===== src/rtl/ptimer_pkg.sv =====
package ptimer_pkg;
  typedef enum logic [1:0] {EDGE_NONE = 2'b00, EDGE_RISE = 2'b01,
                            EDGE_FALL = 2'b10, EDGE_BOTH = 2'b11} edge_t;
  typedef enum logic [1:0] {ACT_KEEP = 2'b00, ACT_LOW = 2'b01,
                            ACT_HIGH = 2'b10, ACT_TOGGLE = 2'b11} act_t;
  localparam int ADDR_W  = 4;
  localparam logic [ADDR_W-1:0] A_CTRL  = 4'd0;
  localparam logic [ADDR_W-1:0] A_COUNT = 4'd1;
  localparam logic [ADDR_W-1:0] A_PRE   = 4'd2;
  localparam logic [ADDR_W-1:0] A_PCNT  = 4'd3;
  localparam logic [ADDR_W-1:0] A_MCFG  = 4'd4;
  localparam logic [ADDR_W-1:0] A_CCFG  = 4'd5;
  localparam logic [ADDR_W-1:0] A_IRQ   = 4'd6;
  localparam int MVAL_BASE = 8;
  localparam int CVAL_BASE = 12;
  localparam int ACT_LSB   = 16;
endpackage


===== src/rtl/ptimer_capture.sv =====
module ptimer_capture
  import ptimer_pkg::*;
#(
  parameter int W = 32
) (
  input  logic         clk,
  input  logic         rst_n,
  input  logic         pin,
  input  edge_t        sel,
  input  logic         inhibit,
  input  logic [W-1:0] tc,
  output logic         rise,
  output logic         fall,
  output logic         cap_evt,
  output logic [W-1:0] cap_val
);
  logic         s1_q, s2_q, prev_q;
  logic [W-1:0] cap_q, cap_d;

  always_ff @(posedge clk or negedge rst_n) begin
    if (!rst_n) begin
      s1_q   <= 1'b0;
      s2_q   <= 1'b0;
      prev_q <= 1'b0;
    end else begin
      s1_q   <= pin;
      s2_q   <= s1_q;
      prev_q <= s2_q;
    end
  end

  always_comb begin
    rise = s2_q & ~prev_q;
    fall = ~s2_q & prev_q;
    unique case (sel)
      EDGE_RISE: cap_evt = rise;
      EDGE_FALL: cap_evt = fall;
      EDGE_BOTH: cap_evt = rise | fall;
      default:   cap_evt = 1'b0;
    endcase
    if (inhibit) cap_evt = 1'b0;
    cap_d = cap_evt ? tc : cap_q;
  end

  always_ff @(posedge clk or negedge rst_n) begin
    if (!rst_n) cap_q <= '0;
    else        cap_q <= cap_d;
  end

  assign cap_val = cap_q;


  cap_takes_count_chk: assert property (@(posedge clk) disable iff (!rst_n)
    cap_evt |=> (cap_q == $past(tc)));

  cap_inhibit_chk: assert property (@(posedge clk) disable iff (!rst_n)
    inhibit |=> $stable(cap_q));
endmodule


===== src/rtl/ptimer_core.sv =====
module ptimer_core #(
  parameter int W = 32
) (
  input  logic         clk,
  input  logic         rst_n,
  input  logic         en,
  input  logic         swrst,
  input  logic         step,
  input  logic [W-1:0] pr,
  input  logic         zero_hit,
  output logic [W-1:0] tc,
  output logic [W-1:0] pc,
  output logic         tick,
  output logic [W-1:0] tc_nxt
);
  logic [W-1:0] tc_q, tc_d, pc_q, pc_d;

  always_comb begin
    tc_nxt = zero_hit ? '0 : tc_q + 1'b1;
    tick   = en && step && (pc_q >= pr);
    tc_d   = tc_q;
    pc_d   = pc_q;
    if (swrst) begin
      tc_d = '0;
      pc_d = '0;
    end else if (tick) begin
      tc_d = tc_nxt;
      pc_d = '0;
    end else if (en && step) begin
      pc_d = pc_q + 1'b1;
    end
  end

  always_ff @(posedge clk or negedge rst_n) begin
    if (!rst_n) begin
      tc_q <= '0;
      pc_q <= '0;
    end else begin
      tc_q <= tc_d;
      pc_q <= pc_d;
    end
  end

  assign tc = tc_q;
  assign pc = pc_q;


  swrst_hold_chk: assert property (@(posedge clk) disable iff (!rst_n)
    swrst |=> (tc_q == '0 && pc_q == '0));

  tc_step_chk: assert property (@(posedge clk) disable iff (!rst_n)
    (tc_q != $past(tc_q)) |-> ((tc_q == $past(tc_q) + 1'b1) || (tc_q == '0)));
endmodule


===== src/rtl/ptimer_match.sv =====
module ptimer_match
  import ptimer_pkg::*;
#(
  parameter int W = 32
) (
  input  logic         clk,
  input  logic         rst_n,
  input  logic         tick,
  input  logic [W-1:0] tc,
  input  logic [W-1:0] tc_nxt,
  input  logic [W-1:0] mr,
  input  act_t         act,
  output logic         hit,
  output logic         evt,
  output logic         out
);
  logic out_q, out_d;

  always_comb begin
    hit   = (tc == mr);
    evt   = tick && (tc_nxt == mr);
    out_d = out_q;
    if (evt) begin
      unique case (act)
        ACT_LOW:    out_d = 1'b0;
        ACT_HIGH:   out_d = 1'b1;
        ACT_TOGGLE: out_d = ~out_q;
        default:    out_d = out_q;
      endcase
    end
  end

  always_ff @(posedge clk or negedge rst_n) begin
    if (!rst_n) out_q <= 1'b0;
    else        out_q <= out_d;
  end

  assign out = out_q;


  out_quiet_chk: assert property (@(posedge clk) disable iff (!rst_n)
    !evt |=> $stable(out_q));

  out_high_chk: assert property (@(posedge clk) disable iff (!rst_n)
    (evt && act == ACT_HIGH) |=> out_q);
endmodule


===== src/rtl/ptimer_top.sv =====
module ptimer_top
  import ptimer_pkg::*;
#(
  parameter int W    = 32,
  parameter int NCAP = 4,
  parameter int NMAT = 4
) (
  input  logic              clk,
  input  logic              rst_n,
  input  logic              bus_wr,
  input  logic [ADDR_W-1:0] bus_addr,
  input  logic [31:0]       bus_wdata,
  output logic [31:0]       bus_rdata,
  input  logic [NCAP-1:0]   cap_in,
  output logic [NMAT-1:0]   mat_out,
  output logic              irq
);
  localparam int SEL_W = (NCAP > 1) ? $clog2(NCAP) : 1;
  localparam int NFLAG = NMAT + NCAP;

  logic rst_m, rst_q;
  always_ff @(posedge clk or negedge rst_n) begin
    if (!rst_n) begin
      rst_m <= 1'b0;
      rst_q <= 1'b0;
    end else begin
      rst_m <= 1'b1;
      rst_q <= rst_m;
    end
  end

  // configuration registers
  logic             run_q, run_d, swrst_q, swrst_d, cmode_q, cmode_d;
  logic [SEL_W-1:0] src_q, src_d;
  edge_t            cedge_q, cedge_d;
  logic [W-1:0]     pr_q, pr_d;
  logic [NMAT-1:0]  m_irq_q, m_irq_d, m_rst_q, m_rst_d, m_stop_q, m_stop_d;
  act_t             m_act_q [NMAT];
  act_t             m_act_d [NMAT];
  logic [W-1:0]     mr_q [NMAT];
  logic [W-1:0]     mr_d [NMAT];
  edge_t            c_edge_q [NCAP];
  edge_t            c_edge_d [NCAP];
  logic [NCAP-1:0]  c_irq_q, c_irq_d;
  logic [NFLAG-1:0] flag_q, flag_d, flag_set, flag_clr;

  // datapath
  logic [W-1:0]     tc, pc, tc_nxt;
  logic             tick, step, zero_hit, stop_hit;
  logic [NMAT-1:0]  m_hit, m_evt;
  logic [NCAP-1:0]  c_rise, c_fall, c_evt, c_inh;
  logic [W-1:0]     cap_val [NCAP];

  logic wr_ctrl, wr_irq;
  assign wr_ctrl = bus_wr && (bus_addr == A_CTRL);
  assign wr_irq  = bus_wr && (bus_addr == A_IRQ);

  always_comb begin
    run_d    = run_q;
    swrst_d  = swrst_q;
    cmode_d  = cmode_q;
    src_d    = src_q;
    cedge_d  = cedge_q;
    pr_d     = pr_q;
    m_irq_d  = m_irq_q;
    m_rst_d  = m_rst_q;
    m_stop_d = m_stop_q;
    c_irq_d  = c_irq_q;
    for (int i = 0; i < NMAT; i++) begin
      m_act_d[i] = m_act_q[i];
      mr_d[i]    = mr_q[i];
    end
    for (int j = 0; j < NCAP; j++) c_edge_d[j] = c_edge_q[j];

    if (stop_hit) run_d = 1'b0;
    if (bus_wr) begin
      if (bus_addr == A_CTRL) begin
        run_d   = bus_wdata[0];
        swrst_d = bus_wdata[1];
        cmode_d = bus_wdata[2];
        src_d   = bus_wdata[4 +: SEL_W];
        cedge_d = edge_t'(bus_wdata[7:6]);
      end
      if (bus_addr == A_PRE) pr_d = bus_wdata[W-1:0];
      if (bus_addr == A_MCFG) begin
        for (int i = 0; i < NMAT; i++) begin
          m_irq_d[i]  = bus_wdata[3*i];
          m_rst_d[i]  = bus_wdata[3*i+1];
          m_stop_d[i] = bus_wdata[3*i+2];
          m_act_d[i]  = act_t'(bus_wdata[ACT_LSB+2*i +: 2]);
        end
      end
      if (bus_addr == A_CCFG) begin
        for (int j = 0; j < NCAP; j++) begin
          c_edge_d[j] = edge_t'(bus_wdata[3*j +: 2]);
          c_irq_d[j]  = bus_wdata[3*j+2];
        end
      end
      for (int i = 0; i < NMAT; i++)
        if (bus_addr == ADDR_W'(MVAL_BASE + i)) mr_d[i] = bus_wdata[W-1:0];
    end
  end

  always_ff @(posedge clk or negedge rst_q) begin
    if (!rst_q) begin
      run_q    <= 1'b0;
      swrst_q  <= 1'b0;
      cmode_q  <= 1'b0;
      src_q    <= '0;
      cedge_q  <= EDGE_NONE;
      pr_q     <= '0;
      m_irq_q  <= '0;
      m_rst_q  <= '0;
      m_stop_q <= '0;
      c_irq_q  <= '0;
      for (int i = 0; i < NMAT; i++) begin
        m_act_q[i] <= ACT_KEEP;
        mr_q[i]    <= '0;
      end
      for (int j = 0; j < NCAP; j++) c_edge_q[j] <= EDGE_NONE;
    end else begin
      run_q    <= run_d;
      swrst_q  <= swrst_d;
      cmode_q  <= cmode_d;
      src_q    <= src_d;
      cedge_q  <= cedge_d;
      pr_q     <= pr_d;
      m_irq_q  <= m_irq_d;
      m_rst_q  <= m_rst_d;
      m_stop_q <= m_stop_d;
      c_irq_q  <= c_irq_d;
      for (int i = 0; i < NMAT; i++) begin
        m_act_q[i] <= m_act_d[i];
        mr_q[i]    <= mr_d[i];
      end
      for (int j = 0; j < NCAP; j++) c_edge_q[j] <= c_edge_d[j];
    end
  end

  // count source selection
  always_comb begin
    step = 1'b1;
    if (cmode_q) begin
      unique case (cedge_q)
        EDGE_RISE: step = c_rise[src_q];
        EDGE_FALL: step = c_fall[src_q];
        EDGE_BOTH: step = c_rise[src_q] | c_fall[src_q];
        default:   step = 1'b0;
      endcase
    end
  end

  assign zero_hit = |(m_hit & m_rst_q);
  assign stop_hit = |(m_evt & m_stop_q);

  ptimer_core #(.W(W)) u_core (
    .clk(clk), .rst_n(rst_q), .en(run_q && !swrst_q), .swrst(swrst_q),
    .step(step), .pr(pr_q), .zero_hit(zero_hit), .tc(tc), .pc(pc),
    .tick(tick), .tc_nxt(tc_nxt)
  );

  for (genvar i = 0; i < NMAT; i++) begin : g_match
    ptimer_match #(.W(W)) u_match (
      .clk(clk), .rst_n(rst_q), .tick(tick), .tc(tc), .tc_nxt(tc_nxt),
      .mr(mr_q[i]), .act(m_act_q[i]), .hit(m_hit[i]), .evt(m_evt[i]),
      .out(mat_out[i])
    );
  end

  for (genvar j = 0; j < NCAP; j++) begin : g_cap
    assign c_inh[j] = cmode_q && (src_q == SEL_W'(j));
    ptimer_capture #(.W(W)) u_cap (
      .clk(clk), .rst_n(rst_q), .pin(cap_in[j]), .sel(c_edge_q[j]),
      .inhibit(c_inh[j]), .tc(tc), .rise(c_rise[j]), .fall(c_fall[j]),
      .cap_evt(c_evt[j]), .cap_val(cap_val[j])
    );
  end

  // sticky flags, set wins over a clear in the same cycle
  always_comb begin
    flag_set = {c_evt & c_irq_q, m_evt & m_irq_q};
    flag_clr = wr_irq ? bus_wdata[NFLAG-1:0] : '0;
    flag_d   = (flag_q & ~flag_clr) | flag_set;
  end

  always_ff @(posedge clk or negedge rst_q) begin
    if (!rst_q) flag_q <= '0;
    else        flag_q <= flag_d;
  end

  assign irq = |flag_q;

  // read mux
  always_comb begin
    bus_rdata = '0;
    unique case (bus_addr)
      A_CTRL: begin
        bus_rdata[0]           = run_q;
        bus_rdata[1]           = swrst_q;
        bus_rdata[2]           = cmode_q;
        bus_rdata[4 +: SEL_W]  = src_q;
        bus_rdata[7:6]         = cedge_q;
      end
      A_COUNT: bus_rdata[W-1:0] = tc;
      A_PRE:   bus_rdata[W-1:0] = pr_q;
      A_PCNT:  bus_rdata[W-1:0] = pc;
      A_MCFG: begin
        for (int i = 0; i < NMAT; i++) begin
          bus_rdata[3*i]                = m_irq_q[i];
          bus_rdata[3*i+1]              = m_rst_q[i];
          bus_rdata[3*i+2]              = m_stop_q[i];
          bus_rdata[ACT_LSB+2*i +: 2]   = m_act_q[i];
        end
      end
      A_CCFG: begin
        for (int j = 0; j < NCAP; j++) begin
          bus_rdata[3*j +: 2] = c_edge_q[j];
          bus_rdata[3*j+2]    = c_irq_q[j];
        end
      end
      A_IRQ: bus_rdata[NFLAG-1:0] = flag_q;
      default: begin
        for (int i = 0; i < NMAT; i++)
          if (bus_addr == ADDR_W'(MVAL_BASE + i)) bus_rdata[W-1:0] = mr_q[i];
        for (int j = 0; j < NCAP; j++)
          if (bus_addr == ADDR_W'(CVAL_BASE + j)) bus_rdata[W-1:0] = cap_val[j];
      end
    endcase
  end


  stop_clears_run_chk: assert property (@(posedge clk) disable iff (!rst_q)
    (stop_hit && !wr_ctrl) |=> !run_q);

  for (genvar k = 0; k < NFLAG; k++) begin : g_flag_chk

    flag_sticky_chk: assert property (@(posedge clk) disable iff (!rst_q)
      $fell(flag_q[k]) |-> $past(wr_irq && bus_wdata[k]));
  end
endmodule


===== config.mk =====
export PLATFORM = sky130hd
export DESIGN_NAME = ptimer_top
export DESIGN_NICKNAME = d
export VERILOG_FILES = /design/src/rtl/ptimer_pkg.sv /design/src/rtl/ptimer_capture.sv /design/src/rtl/ptimer_core.sv /design/src/rtl/ptimer_match.sv /design/src/rtl/ptimer_top.sv
export SDC_FILE = /design/constraint.sdc
export NUM_CORES = 1
export LEC_CHECK = 0
export BUFFER_PORTS_ARGS = -buffer_cell sky130_fd_sc_hd__buf_2
export CELL_PAD_IN_SITES_DETAIL_PLACEMENT = 2
export CELL_PAD_IN_SITES_GLOBAL_PLACEMENT = 2
export CORE_MARGIN = 3
export CORE_UTILIZATION = 30
export DETAILED_ROUTE_END_ITERATION = 12
export GPL_ROUTABILITY_DRIVEN = 0
export PLACE_DENSITY = 0.57
export SYNTH_ARGS = -nofsm -noshare
export SYNTH_HDL_FRONTEND = slang
export SYNTH_SLANG_ARGS = --single-unit

===== constraint.sdc =====
create_clock -name clk -period 14.4 [get_ports clk]
set_input_delay 2.16 -clock clk [delete_from_list [all_inputs] [get_ports clk]]
set_output_delay 2.16 -clock clk [all_outputs]
set_load 0.02 [all_outputs]

After elaboration in Yosys (flattened, before gate mapping):

Index checks and enable logic that the tools add are counted.

* multiplexer cells: 43
* equal/unequal tests: 52
* bitwise operators: 32
* $lt $le $gt $ge: 2
* reduce and logical (&&, ||, !) cells: 39
* add/subtract/negate cells: 2

Operators with widths (number)
* 32-bit 2-to-1 mux: 14
* 32-bit == test: 8
* 32-bit by 1-bit adder with 32-bit output (second input constant): 2
* 2-bit == test (second input constant): 20
* 8-bit one-hot mux with 5 select lines: 1
* 4-bit == test (second input constant): 8
* 32-bit greater-or-equal comparator: 1
* 8-bit one-hot mux with 4 select lines: 1
* 4-bit one-hot mux with 7 select lines: 1
* 1-bit one-hot mux with 3 select lines: 9
* 4-bit one-hot mux with 6 select lines: 1
* 2-bit AND reduction: 12
* 3-bit one-hot mux with 7 select lines: 1
* 2-bit by 1-bit == test with 1-bit output (second input constant): 10
* 4-bit AND: 4
* 4-bit one-hot mux with 4 select lines: 1
* 3-bit nonzero test: 5
* 4-bit by 3-bit == test with 1-bit output (second input constant): 3
* 1-bit logical AND: 12
* 1-bit inverter: 12
* 4-bit OR reduction: 3
* 1-bit 2-to-1 mux: 10
* 1-bit AND: 8
* 8-bit AND: 1
* 16 further kinds: 22

* bits in registers: 417
* output and inout bits: 37
* input port bits: 43
* word-level logic and storage cells: 217

Depth between registers and ports, before layout:

Gate-level depths: netlist (run 1).

* depth after elaboration: 15
* depth in mapped cells: 17
* depth with buffers taken out: 13

By module:

From an unflattened synthesis (run 1), not the netlist that was laid out.

* cell total of the unflattened synthesis: 2158
* area total of the unflattened synthesis: 25110.3 um2

By module, submodules not included
* ptimer_top: cells an instance 895, times used 1, area each 11562.3 um2
* ptimer_capture: cells an instance 79, times used 4, area each 1457.6 um2
* ptimer_core: cells an instance 567, times used 1, area each 4594.4 um2
* ptimer_match: cells an instance 95, times used 4, area each 780.7 um2

Worst setup path before layout (run 1):

No wires, ideal clock.

* path type: input-to-output
* from: in bus_addr[0]
* to: out bus_rdata[11]
* arrival: 3.993 ns
* stages on the path: 7
* slack: 8.247 ns
* required time: 12.240 ns
* cell sequence: clkbuf_1 -> nand2b_1 -> nor3_1 -> clkbuf_1 -> clkbuf_1 -> a22oi_1 -> a31oi_1

* cells in the longest elaborated chain, start to end: 10

Ends and longest elaborated chain
* start: declaration: RTL line ptimer_top.sv:11 `input logic [ADDR_W-1:0] bus_addr,`
* 4-bit == test: RTL line ptimer_top.sv:224 `if (bus_addr == ADDR_W'(MVAL_BASE + i)) bus_rdata[W-1:0] = mr_q[i];`
* 32-bit 2-to-1 mux (4 in a row): RTL line ptimer_top.sv:224
* 32-bit 2-to-1 mux (4 in a row): RTL line ptimer_top.sv:226 `if (bus_addr == ADDR_W'(CVAL_BASE + j)) bus_rdata[W-1:0] = cap_val[j];`
* 4-bit one-hot mux with 6 select lines *: RTL line ptimer_top.sv:196 `unique case (bus_addr)`
* end: declaration: RTL line ptimer_top.sv:13 `output logic [31:0] bus_rdata,`

Mark *: on every way between the ends. The rest lies on a longest branch, timed or not.

Final worst setup path (run 1):

* from: in bus_addr[3]
* to: out bus_rdata[11]

Same word-level chain as after synthesis.

==> impl_results.md, run 1 <==
* Status: finished, final reports clean
* # nets final at 2383
* Number of synthesized flops with an enable pin at 0
* Seq cells post-synth at 417
* IO buf count at 79
* Die Wd at 291.8 microns
* Worst-margin pin slew at 1.268 ns
* CP Data Arrival Time at 5.11 ns
* Die Span Y at 291.8 microns
* Cells after Synth at 2277
* Post-synth cell types at 82
* Initial antenna violation count at 1
* Fin. Hold Viols at 0
* IO Pins at 80
* Flop2flop setup slack at 8.56 ns
* Postcts setup bufs at 0
* Worst Path Max Fanout at 33
* Reg-to-Reg Start: u_core.tc[26]
* Met1 usage at 0.3514
* Rel. slew slack at 0.1471
* Post-CTS sizing at 0
* Power per cell area at 133.2 mW/mm^2
* Vias at 20350
* Startpoint types: input port
* Fin crit period at 7.274 ns
* Cell Rows at 104
* Max Fclk at 137.5 MHz
* WHS Endpoint: rst_q
* Final Max Slew Viols at 0
* H-tree Lvls at 2
* Most common cell after layout, fill and taps aside: dfrtp_1
* Area of the multi-input gates at 0.01319 sq mm
* Post-DP HPWL at 83380 microns
* Vias in the first global route at 21870
* Post-route DRC at 0
* Initial core utilization at 0.3037
* Clk root buf: clkbuf_16
* RSZ-0062 raised after global routing: no
* CTS Hold Bufs at 0
* Maximum clock path buffer count at 3
* Final period util at 0.5051
* Reg2reg path depth at 12
* GRT Resource Usage Total at 0.2679
* Skew final at 0.04177 ns
* Final hold slack at 0.3500 ns
* Syn. warnings at 0
* Tightest Hold Check Type: reg2reg
* WP data required at 12.24 ns
* Post-DR wirelength/cell at 34.03 microns
* CTS Buf Count at 50
* Area delta synth->final at 13.15%
* Core box area at 0.08068 sq mm
* First-pass GRT wire length at 166100 microns
* R2r endpoint: run_q
* Ys async rst share at 1.000
* Max-capacitance violation count at 0
* Worst Setup Path Type: in2out
* Max VDD drop at 86.31 uV
* Vias/cell at 5.984
* Final Setup Violations at 0
* Most frequent cells in the layout: dfrtp_1 (416), mux2_2 (328), xor2_1 (136), xnor2_1 (123), nand2_1 (104)
* # fillers at 8627
* Net Count, Synth at 2362
* Met3 GRT Util at 0.03590
* Antenna Nets Post-Route at 0
* Hold Crit Start: rst_m
* Pin count of the biggest net entering global routing at 89
* Pre-antenna DRT Iters at 6
* Met2 usage at 0.4538
* Sequential cell area at 0.01044 sq mm
* Initial DRC count at 1494
* Register area share after synthesis at 0.4259
* TNS Setup at 0 ns
* Later-pin clock latency in the skew report at 0.63 ns
* P_leak at 11.85 nW
* WL final at 115700 microns
* Most Used Layer, Global Route: met2
* Share of cells above drive strength 1 at 0.2621
* Clk sink count at 417
* Crit. End Element: output port
* Overflow after GRT at 0
* Post-Syn Area per Cell at 10.76 sq um
* CTS tree: done
* Hold-critical path depth at 0
* DIE AREA at 0.08514 sq mm
* Synth Cell Area at 0.02450 sq mm
* Post-synth top flop: dfrtp_1
* Clk pin slew, worst setup/hold paths at 0.06 ns
-- synth_stat cells, types with 21 or more instances --
cell | count | area [sq um]
and3_1 | 26 | 162.7
xnor2_1 | 124 | 1086
a222oi_1 | 23 | 230.2
dfrtp_1 | 417 | 10440
inv_1 | 54 | 202.7
a221oi_1 | 61 | 534.3
buf_1 | 21 | 78.83
a22oi_1 | 49 | 367.9
nor2_1 | 80 | 300.3
buf_2 | 33 | 165.2
nor4b_1 | 28 | 245.2
xor2_1 | 136 | 1191
nand2_1 | 107 | 401.6
clkbuf_1 | 102 | 382.9
o21ai_0 | 64 | 320.3
nand3_1 | 61 | 305.3
a31oi_1 | 45 | 281.5
nor3_1 | 21 | 105.1
ha_1 | 42 | 525.5
nor4_1 | 34 | 212.7
nand4_1 | 49 | 306.5
a21oi_1 | 63 | 315.3
mux2_2 | 328 | 3694
a22o_1 | 65 | 569.3
o32ai_1 | 29 | 254.0
-- sequential cells by signal (all words and copies together), names as in the netlist, 8 cells and up --
register and cells:
mr_q 128, m_act_q 8, pr_q 32, g_cap.u_cap.cap_val 128, flag_q 8, u_core.pc 32
u_core.tc 32, c_edge_q 8
-- logic make-up after synthesis --
| kind of cell | count (synthesis) | share of synthesized area |
|---|---|---|
| AO/OA/AOI/OAI | 471 | 0.1414 |
| AND/OR/NAND/NOR | 514 | 0.1181 |
| XOR/XNOR | 265 | 0.09697 |
| flip-flops | 417 | 0.4259 |
| adder cells (fa/ha/maj) | 42 | 0.02145 |
| other | 1 | 0.0001530 |
| buffers and inverters | 234 | 0.04228 |
| multiplexers | 333 | 0.1538 |
-- where the power goes --
part / switching, mW / internal (mW) / total [mW] / leakage, nW
clock network: 0.556 / 0.735 / 1.29 / 0.801
logic: 0.403 / 0.325 / 0.728 / 5.62
registers: 0.362 / 1.31 / 1.68 / 5.43
total: 1.32 / 2.37 / 3.69 / 11.8
-- metal layers --
layer | routed length (microns) | vias up
met3 | 5302 | 208
met1 | 50320 | 10990
met4 | 4505 | 0
li1 | - | 8527
met5 | 0 | -
met2 | 55580 | 616
-- per-stage QoR --
stage / setup WS (ns) / util / area [sq um] / total power, mW / instances
floorplan: 1.917 / - / 24500 / 1.975 / 2277
global placement: 7.334 / 0.3232 / 26070 / 2.377 / 3306
detailed placement: 7.172 / 0.3232 / 26070 / 2.407 / 3306
CTS: 7.152 / 0.3436 / 27720 / 3.715 / 3399
global route: 7.020 / 0.3436 / 27720 / 3.842 / 3399
finish: 7.126 / 0.3437 / 27730 / 3.694 / 3400
-- critical path, stage by stage --
cell	delay (ns)
buf_2	0.25
nand2b_1	0.28
nor2_4	0.97
a22oi_1	0.24
a31oi_1	0.27
a21oi_1	0.08
nand3_1	0.13
a21oi_1	0.08
a31oi_1	0.35
buf_2	0.25
-- worst max-delay path by stage --
stage | cells after the start | start | end
final | 10 | bus_addr[3] | bus_rdata[11]
after CTS | 10 | bus_addr[3] | bus_rdata[11]
after global routing | 10 | bus_addr[3] | bus_rdata[11]
after global placement | 10 | bus_addr[2] | bus_rdata[11]
after detailed placement | 10 | bus_addr[3] | bus_rdata[11]
after floorplan | 0 | rst_q | c_edge_q[0]
-- layout make-up --
class                   count  area share
clock inverters            25    0.009387
diodes                      1  0.00009026
repair buffers            149     0.03321
flip-flops and latches    417      0.3765
inverters                  54    0.007311
clock buffers              68     0.05009
multi-input cells        1626      0.4756
well taps                1060     0.04784
Power figures use the tool's default switching activity.
==> run 2, diff against run 1 <==
clock period = 7.05 ns   (was 14.4 ns; I/O delays follow)
==> run 2 against run 1 <==
Clock skew down 0.010 ns. Combinational power up 110%. Via count up 1.1%. Largest power group unchanged.
==> impl_results.md, run 2 (same netlist as run 1, synthesis figures left out) <==
* Clk sink count at 417 (unchanged)
* Sw Pwr at 2.733 mW (was 1.320 mW)
* Met3 GRT Util at 0.04282 (was 0.03590)
* WL final at 120100 microns (was 115700 microns)
* Die Span Y at 291.8 microns (unchanged)
* Reg power frac at 0.449 (was 0.454)
* Worst-margin pin slew at 1.153 ns (was 1.268 ns)
* GRT Resource Usage Total at 0.2784 (was 0.2679)
* CTS Hold Bufs at 0 (unchanged)
* Max VDD drop at 198.0 uV (was 86.31 uV)
* First-pass GRT wire length at 172000 microns (was 166100 microns)
* Most common cell after layout, fill and taps aside: dfrtp_1 (unchanged)
* Vias/cell at 6.022 (was 5.984)
* Skew final at 0.03170 ns (was 0.04177 ns)
* Initial antenna violation count at 4 (was 1)
* Cell Rows at 104 (unchanged)
* Fin crit period at 5.767 ns
* # fillers at 8623 (was 8627)
* IO Pins at 80 (unchanged)
* R2r endpoint: run_q (unchanged)
* Area delta synth->final at 13.78% (was 13.15%)
* Most Used Layer, Global Route: met2 (unchanged)
* Overflow after GRT at 0 (unchanged)
* Post-DR wirelength/cell at 35.16 microns (was 34.03 microns)
* TNS Setup at 0 ns (unchanged)
* Reg2reg path depth at 14 (was 12)
* Crit-path max cell delay at 0.77 ns (was 0.97 ns)
* H-tree Lvls at 2 (unchanged)
* Internal power at 4.930 mW (was 2.374 mW)
* Met2 usage at 0.4648 (was 0.4538)
* Power per cell area at 274.9 mW/mm^2 (was 133.2 mW/mm^2)
* Maximum clock path buffer count at 3 (unchanged)
* Cell Area, Placed at 0.02617 sq mm (was 0.02607 sq mm)
* Post-route DRC at 0 (unchanged)
* RSZ-0062 raised after global routing: no (unchanged)
* Max-capacitance violation count at 0 (unchanged)
* Die Wd at 291.8 microns (unchanged)
* Antenna Nets Post-Route at 0 (unchanged)
* CP cell instances: buf_4 -> xor2_1 -> nor4_1 -> nand4_1 -> or3_1 -> nand4_1 -> buf_4 -> o21ai_0 -> a211oi_1 -> nand4_1 -> nor4_2 -> buf_4 -> a222oi_1 -> a32o_1 (was buf_2 -> nand2b_1 -> nor2_4 -> a22oi_1 -> a31oi_1 -> a21oi_1 -> nand3_1 -> a21oi_1 -> a31oi_1 -> buf_2)
* Initial DRC count at 1646 (was 1494)
* Vias in the first global route at 22180 (was 21870)
* Vias at 20570 (was 20350)
* Reg-to-Reg Start: u_core.tc[0] (was u_core.tc[26])
* Core box area at 0.08068 sq mm (unchanged)
* Final period util at 0.8181
* Sw Share at 0.3567 (was 0.3574)
* CTS Buf Count at 50 (unchanged)
* Worst Path Max Fanout at 19 (was 33)
* Flop2flop setup slack at 1.28 ns (was 8.56 ns)
* Initial core utilization at 0.3037 (unchanged)
* Tightest Hold Check Type: in2async (was reg2reg)
* Pre-antenna DRT Iters at 5 (was 6)
* WP data required at 7.56 ns (was 12.24 ns)
* Worst Setup Path Type: reg2reg (was in2out)
* Worst path slowest cell: nor4_1 (was nor2_4)
* Clock power share at 0.355 (was 0.349)
* Post-DP HPWL at 87500 microns (was 83380 microns)
* CTS tree: done (unchanged)
* Pin count of the biggest net entering global routing at 156 (was 89)
* Postcts setup bufs at 0 (unchanged)
* Max Fclk at 173.4 MHz
* Startpoint types: flop (was input port)
* Layout Utilization at 0.3456 (was 0.3437)
* Final hold slack at 0.2257 ns (was 0.3500 ns)
* Final Max Slew Viols at 0 (unchanged)
* P_leak at 11.93 nW (was 11.85 nW)
* CP Data Arrival Time at 6.28 ns (was 5.11 ns)
* Post-CTS sizing at 0 (unchanged)
* Post-route cell area at 0.02788 sq mm (was 0.02773 sq mm)
* Clk root buf: clkbuf_16 (unchanged)
* Share of cells above drive strength 1 at 0.2634 (was 0.2621)
* DIE AREA at 0.08514 sq mm (unchanged)
* # nets final at 2394 (was 2383)
* Clk pin slew, worst setup/hold paths at 0.06 ns (about the same)
* Fin. Hold Viols at 0 (unchanged)
* Crit. End Element: flop (was output port)
* Rel. slew slack at 0.2256 (was 0.1471)
* Total design power at 7.663 mW (was 3.694 mW)
* Met1 usage at 0.3608 (was 0.3514)
* Logic pwr share at 0.196 (was 0.197)
* Final Setup Violations at 0 (unchanged)
* Later-pin clock latency in the skew report at 0.63 ns (about the same)
* Status: finished, final reports clean (unchanged)
* IO buf count at 79 (unchanged)
* Most frequent cells in the layout: dfrtp_1 (416), mux2_2 (328), xor2_1 (136), xnor2_1 (123), nand2_1 (104) (unchanged)
==> run 2: cell count changes in the layout (fill, tap and decap cells not counted), moves of 2 or more <==
cell	delta
buf_4	+9
diode_2	+4
clkbuf_1	+5
clkinvlp_4	-3
buf_12	+2
clkinv_2	-4
bufinv_16	+2
==> run 2: how the worst max path moves through the flow <==
| stage | startpoint | depth (start not counted) | endpoint |
|---|---|---|---|
| final | u_core.tc[0] | 14 | run_q |
| after global routing | u_core.tc[0] | 15 | flag_q[3] |
| after CTS | u_core.tc[0] | 13 | run_q |
| after detailed placement | u_core.tc[0] | 13 | run_q |
| after global placement | u_core.tc[0] | 15 | g_match[3].u_match.out |
| after floorplan | rst_q | 0 | c_edge_q[0] |
==> run 2: power by group through the flow <==
stage / Combinational (mW) / Clock, mW / Sequential [mW]
detailed placement: 1.47 / 0 / 3.46
finish: 1.50 / 2.72 / 3.44
global route: 1.61 / 2.89 / 3.46
floorplan: 0.990 / 0 / 3.04
global placement: 1.43 / 0 / 3.44
CTS: 1.49 / 2.78 / 3.42
==> run 2: stage by stage <==
| stage | cells | setup WS, ns |
|---|---|---|
| 3_3_place_gp | 3317 | 1.662 |
| 5_1_grt | 3410 | 1.305 |
| 2_1_floorplan | 2277 | 0.2484 |
| 4_1_cts | 3410 | 1.631 |
| 6_report | 3415 | 1.283 |
| 3_5_place_dp | 3317 | 1.631 |
==> run 2: cell type report <==
class	instances	area (sq um)	area share
Tap cell	1060	1326	0.04757
Clock inverter	19	272.8	0.009784
Inverter	54	202.7	0.007270
Timing Repair Buffer	160	1028	0.03689
Multi-Input combinational cell	1626	13180	0.4726
Antenna cell	5	12.51	0.0004488
Sequential cell	417	10440	0.3744
Clock buffer	74	1421	0.05098
==> run 2: worst max-delay path: cells and delay by family (launching register included) <==
family                 cells  cell delay, ns
flip-flops                 1            0.54
XOR/XNOR                   1            0.27
AO/OA/AOI/OAI              4            0.85
AND/OR/NAND/NOR            6            3.00
buffers and inverters      3            0.99
==> run 2: layer usage <==
layer | part of all wire | wire length [microns] | vias to the layer above
met5 | 0.00017 | 20 | -
met4 | 0.046 | 5547 | 4
met3 | 0.054 | 6425 | 232
met2 | 0.48 | 57040 | 716
met1 | 0.42 | 51020 | 11070
li1 | - | - | 8542
==> run 3, diff against run 2 <==
ABC_AREA = 1   (was not set)
PLACE_DENSITY = 0.68   (was 0.57)
clock period = 4.8 ns   (was 7.05 ns; I/O delays follow)
==> run 3 against run 2 <==
Power rose by 58%. Non-clock buffer count fell by 7. Maximum frequency rose by 23%. Clock skew rose by 0.0064 ns. Design area rose by 3.2%. Hold slack got worse by 0.035 ns. Clock power rose by 45%. Synthesized cell count rose by 57%. Register-to-register slack got worse by 1.2 ns. Largest power group unchanged.
==> impl_results.md, run 3 <==
* Status: finished, final reports clean (unchanged)
* Crit-path most repeated cell: nand2_1
* IO Pins at 80 (unchanged)
* GRT Resource Usage Total at 0.3292 (was 0.2784)
* Worst Path Max Fanout at 16 (was 19)
* Max VDD drop at 251.4 uV (was 198.0 uV)
* Net Count, Synth at 3670 (was 2362)
* CP Depth at 17 (was 14)
* Worst-margin pin slew at 1.323 ns (was 1.153 ns)
* Top-count cell post-synth: nand2_1 (was dfrtp_1)
* Post-route DRC at 0 (unchanged)
* Pre-antenna DRT Iters at 5 (unchanged)
* WHS Endpoint: g_cap[1].u_cap.s1_q
* Worst Setup Path Type: reg2reg (unchanged)
* Initial core utilization at 0.3058 (was 0.3037)
* RSZ-0062 raised after global routing: no (unchanged)
* IO buf count at 79 (unchanged)
* Postcts setup bufs at 0 (unchanged)
* Buf/Inv on CP at 1 (was 3)
* Post-DP HPWL at 115200 microns (was 87500 microns)
* TNS Setup at 0 ns (unchanged)
* Post-synth cell types at 59 (was 82)
* Fin crit period at 4.693 ns (was 5.767 ns)
* Antenna Nets Post-Route at 0 (unchanged)
* WL final at 146900 microns (was 120100 microns)
* Final Setup Violations at 0 (unchanged)
* Crit-path max cell delay at 1.02 ns (was 0.77 ns)
* Most common cell after layout, fill and taps aside: nand2_1 (was dfrtp_1)
* Area delta synth->final at 13.47% (was 13.78%)
* Worst path slowest cell: nor2_2 (was nor4_1)
* First-pass GRT wire length at 208500 microns (was 172000 microns)
* Cells after Synth at 3585 (was 2277)
* Area of the multi-input gates at 0.01278 sq mm (was 0.01318 sq mm)
* Max Fclk at 213.1 MHz (was 173.4 MHz)
* Top cells by instance count after synthesis: nand2_1 (1190), dfrtp_1 (417), o21ai_0 (413), inv_1 (341), nor2_1 (276) (was dfrtp_1 (417), mux2_2 (328), xor2_1 (136), xnor2_1 (124), nand2_1 (107))
* Skew final at 0.03809 ns (was 0.03170 ns)
* # nets final at 3710 (was 2394)
* Vias in the first global route at 28230 (was 22180)
* Overflow after GRT at 0 (unchanged)
* Initial DRC count at 2740 (was 1646)
* Final Max Slew Viols at 0 (unchanged)
* Sequential cell area at 0.01044 sq mm (unchanged)
* Startpoint types: flop (unchanged)
* Core box area at 0.08290 sq mm (was 0.08068 sq mm)
* Power per cell area at 421.7 mW/mm^2 (was 274.9 mW/mm^2)
* R2r endpoint: g_match[2].u_match.out (was run_q)
* CTS tree: done (unchanged)
* Post-synth top flop: dfrtp_1 (unchanged)
* Total design power at 12.13 mW (was 7.663 mW)
* Seq cells post-synth at 417 (unchanged)
* Die Wd at 296.7 microns (was 291.8 microns)
* Clk pin slew, worst setup/hold paths at 0.06 ns (about the same)
* Max-capacitance violation count at 0 (unchanged)
* Flop2flop setup slack at 0.11 ns (was 1.28 ns)
* H-tree Lvls at 2 (unchanged)
* Clk root buf: clkbuf_16 (unchanged)
* Fin. Hold Viols at 0 (unchanged)
* CTS Buf Count at 52 (was 50)
* Vias/cell at 5.674 (was 6.022)
* Rel. slew slack at 0.1169 (was 0.2256)
* CP Data Arrival Time at 5.21 ns (was 6.28 ns)
* Tightest Hold Check Type: in2reg (was in2async)
* Hold-critical path depth at 1
* Pin count of the biggest net entering global routing at 110 (was 156)
* # fillers at 9786 (was 8623)
* Largest area contributor in the synthesized netlist: dfrtp_1 (unchanged)
* Ys async rst share at 1.000 (unchanged)
* WP data required at 5.32 ns (was 7.56 ns)
* Number of synthesized flops with an enable pin at 0 (unchanged)
* Vias at 27140 (was 20570)
* Placed cell count at 4692 (was 3317)
* Reg-to-Reg Start: u_core.tc[3] (was u_core.tc[0])
* Non-Filler Instances at 4783 (was 3415)
* Most frequent cells in the layout: nand2_1 (1183), dfrtp_1 (416), o21ai_0 (412), inv_1 (341), nor2_1 (270) (was dfrtp_1 (416), mux2_2 (328), xor2_1 (136), xnor2_1 (123), nand2_1 (104))
* P_leak at 13.90 nW (was 11.93 nW)
* Post-Syn Area per Cell at 7.071 sq um (was 10.76 sq um)
* Post-DR wirelength/cell at 30.72 microns (was 35.16 microns)
* Final hold slack at 0.1911 ns (was 0.2257 ns)
* Synth top area cells: dfrtp_1 (41%), nand2_1 (18%), o21ai_0 (8.2%) (was dfrtp_1 (43%), mux2_2 (15%), xor2_1 (4.9%))
* Initial antenna violation count at 5 (was 4)
* Hold Crit Start: cap_in[1]
* Cell Rows at 105 (was 104)
* DIE AREA at 0.08802 sq mm (was 0.08514 sq mm)
* Synth Cell Area at 0.02535 sq mm (was 0.02450 sq mm)
* Cell family with most CP delay: simple AND/OR/NAND/NOR gates (unchanged)
* Register area share after synthesis at 0.4116 (was 0.4259)
* Later-pin clock latency in the skew report at 0.63 ns (about the same)
* Reg2reg path depth at 17 (was 14)
* CP cell instances: inv_2 -> nand2_1 -> nand2_1 -> nor2_1 -> nand2_1 -> nor2_1 -> nand3_1 -> nor2_2 -> nor2_2 -> nand3_2 -> nand2_1 -> nand2_1 -> nor2_1 -> nand3_1 -> nor2_1 -> nand3_1 -> o22a_1 (was buf_4 -> xor2_1 -> nor4_1 -> nand4_1 -> or3_1 -> nand4_1 -> buf_4 -> o21ai_0 -> a211oi_1 -> nand4_1 -> nor4_2 -> buf_4 -> a222oi_1 -> a32o_1)
* Share of cells above drive strength 1 at 0.08967 (was 0.2634)
* Syn. warnings at 0 (unchanged)
* Maximum clock path buffer count at 3 (unchanged)
* Clk sink count at 417 (unchanged)
* Final period util at 0.9777 (was 0.8181)
* Crit. End Element: flop (unchanged)
* Area share of the largest cell type after synthesis at 0.4116 (was 0.4259)
* Die Span Y at 296.7 microns (was 291.8 microns)
-- run 3: changes by cell type after synthesis, sizes merged, moves of 46 or more --
| cell | delta |
|---|---|
| mux2 | -328 |
| a22o | -64 |
| o22ai | +75 |
| o21ai | +364 |
| xor2 | -69 |
| xnor2 | -107 |
| nand3 | +99 |
| nor2 | +213 |
| inv | +316 |
| nand2 | +1093 |
| a22oi | -46 |
-- run 3: stage by stage --
stage,instance area [sq um],setup WS (ns),utilization
final,28760,0.1071,0.3470
after global routing,28760,0.1315,0.3469
after CTS,28750,0.1596,0.3468
after detailed placement,27100,0.1637,0.3269
after global placement,27100,0.2533,0.3269
after floorplan,25350,0.7094,-
-- run 3: how the worst max path moves through the flow --
| stage | start | to | slack [ns] |
|---|---|---|---|
| 2_1_floorplan | rst_q | c_edge_q[0] | 0.71 |
| 3_3_place_gp | u_core.tc[3] | g_match[2].u_match.out | 0.25 |
| 3_5_place_dp | u_core.tc[3] | g_match[1].u_match.out | 0.16 |
| 4_1_cts | u_core.tc[3] | g_match[1].u_match.out | 0.16 |
| 5_1_grt | u_core.tc[2] | g_match[1].u_match.out | 0.13 |
| 6_report | u_core.tc[3] | g_match[2].u_match.out | 0.11 |
-- run 3: cells by family after synthesis --
family                     share of synthesized area
AOI/OAI and AO/OA                             0.1568
DFF                                           0.4116
buffers and inverters                        0.08682
adders and majority gates                    0.02073
xor gates and xnor gates                     0.03144
and+or+nand+nor                               0.2924
other                                      0.0001479
-- run 3: layout make-up --
cell class | count | share of cell area
Sequential cell | 417 | 0.3629
Antenna cell | 2 | 0.0001740
Timing Repair Buffer | 153 | 0.03793
Tap cell | 1123 | 0.04885
Clock buffer | 74 | 0.05164
Inverter | 374 | 0.04890
Clock inverter | 13 | 0.005220
Multi-Input combinational cell | 2627 | 0.4444
-- run 3: per-layer routing --
layer / up-vias / share of wire / GRT usage
met5: - / 0.00031 / 0
met1: 13970 / 0.43 / 0.4429
li1: 11750 / - / -
met3: 303 / 0.074 / 0.05450
met4: 8 / 0.059 / 0.1693
met2: 1105 / 0.44 / 0.5104
-- run 3: power by group --
part           switching (mW)  internal, mW
clock network            1.69          2.25
logic                    2.50         0.916
registers               0.717          4.06
-- run 3: timing repair --
action                                  4_1_cts  5_1_grt
endpoints found under the setup margin        0        1
hold buffers                                  1        0
resized for setup                             0        1
endpoints found under the hold margin         2        0
-- run 3: worst register-to-register path, cell delays in order (launching register included) --
cell and delay, ns:
dfrtp_1 0.51, inv_2 0.45, nand2_1 0.30, nand2_1 0.14
nor2_1 0.06, nand2_1 0.16, nor2_1 0.06, nand3_1 0.11
nor2_2 0.11, nor2_2 1.02, nand3_2 0.35, nand2_1 0.27
nand2_1 0.16, nor2_1 0.15, nand3_1 0.17, nor2_1 0.18
nand3_1 0.14, o22a_1 0.24
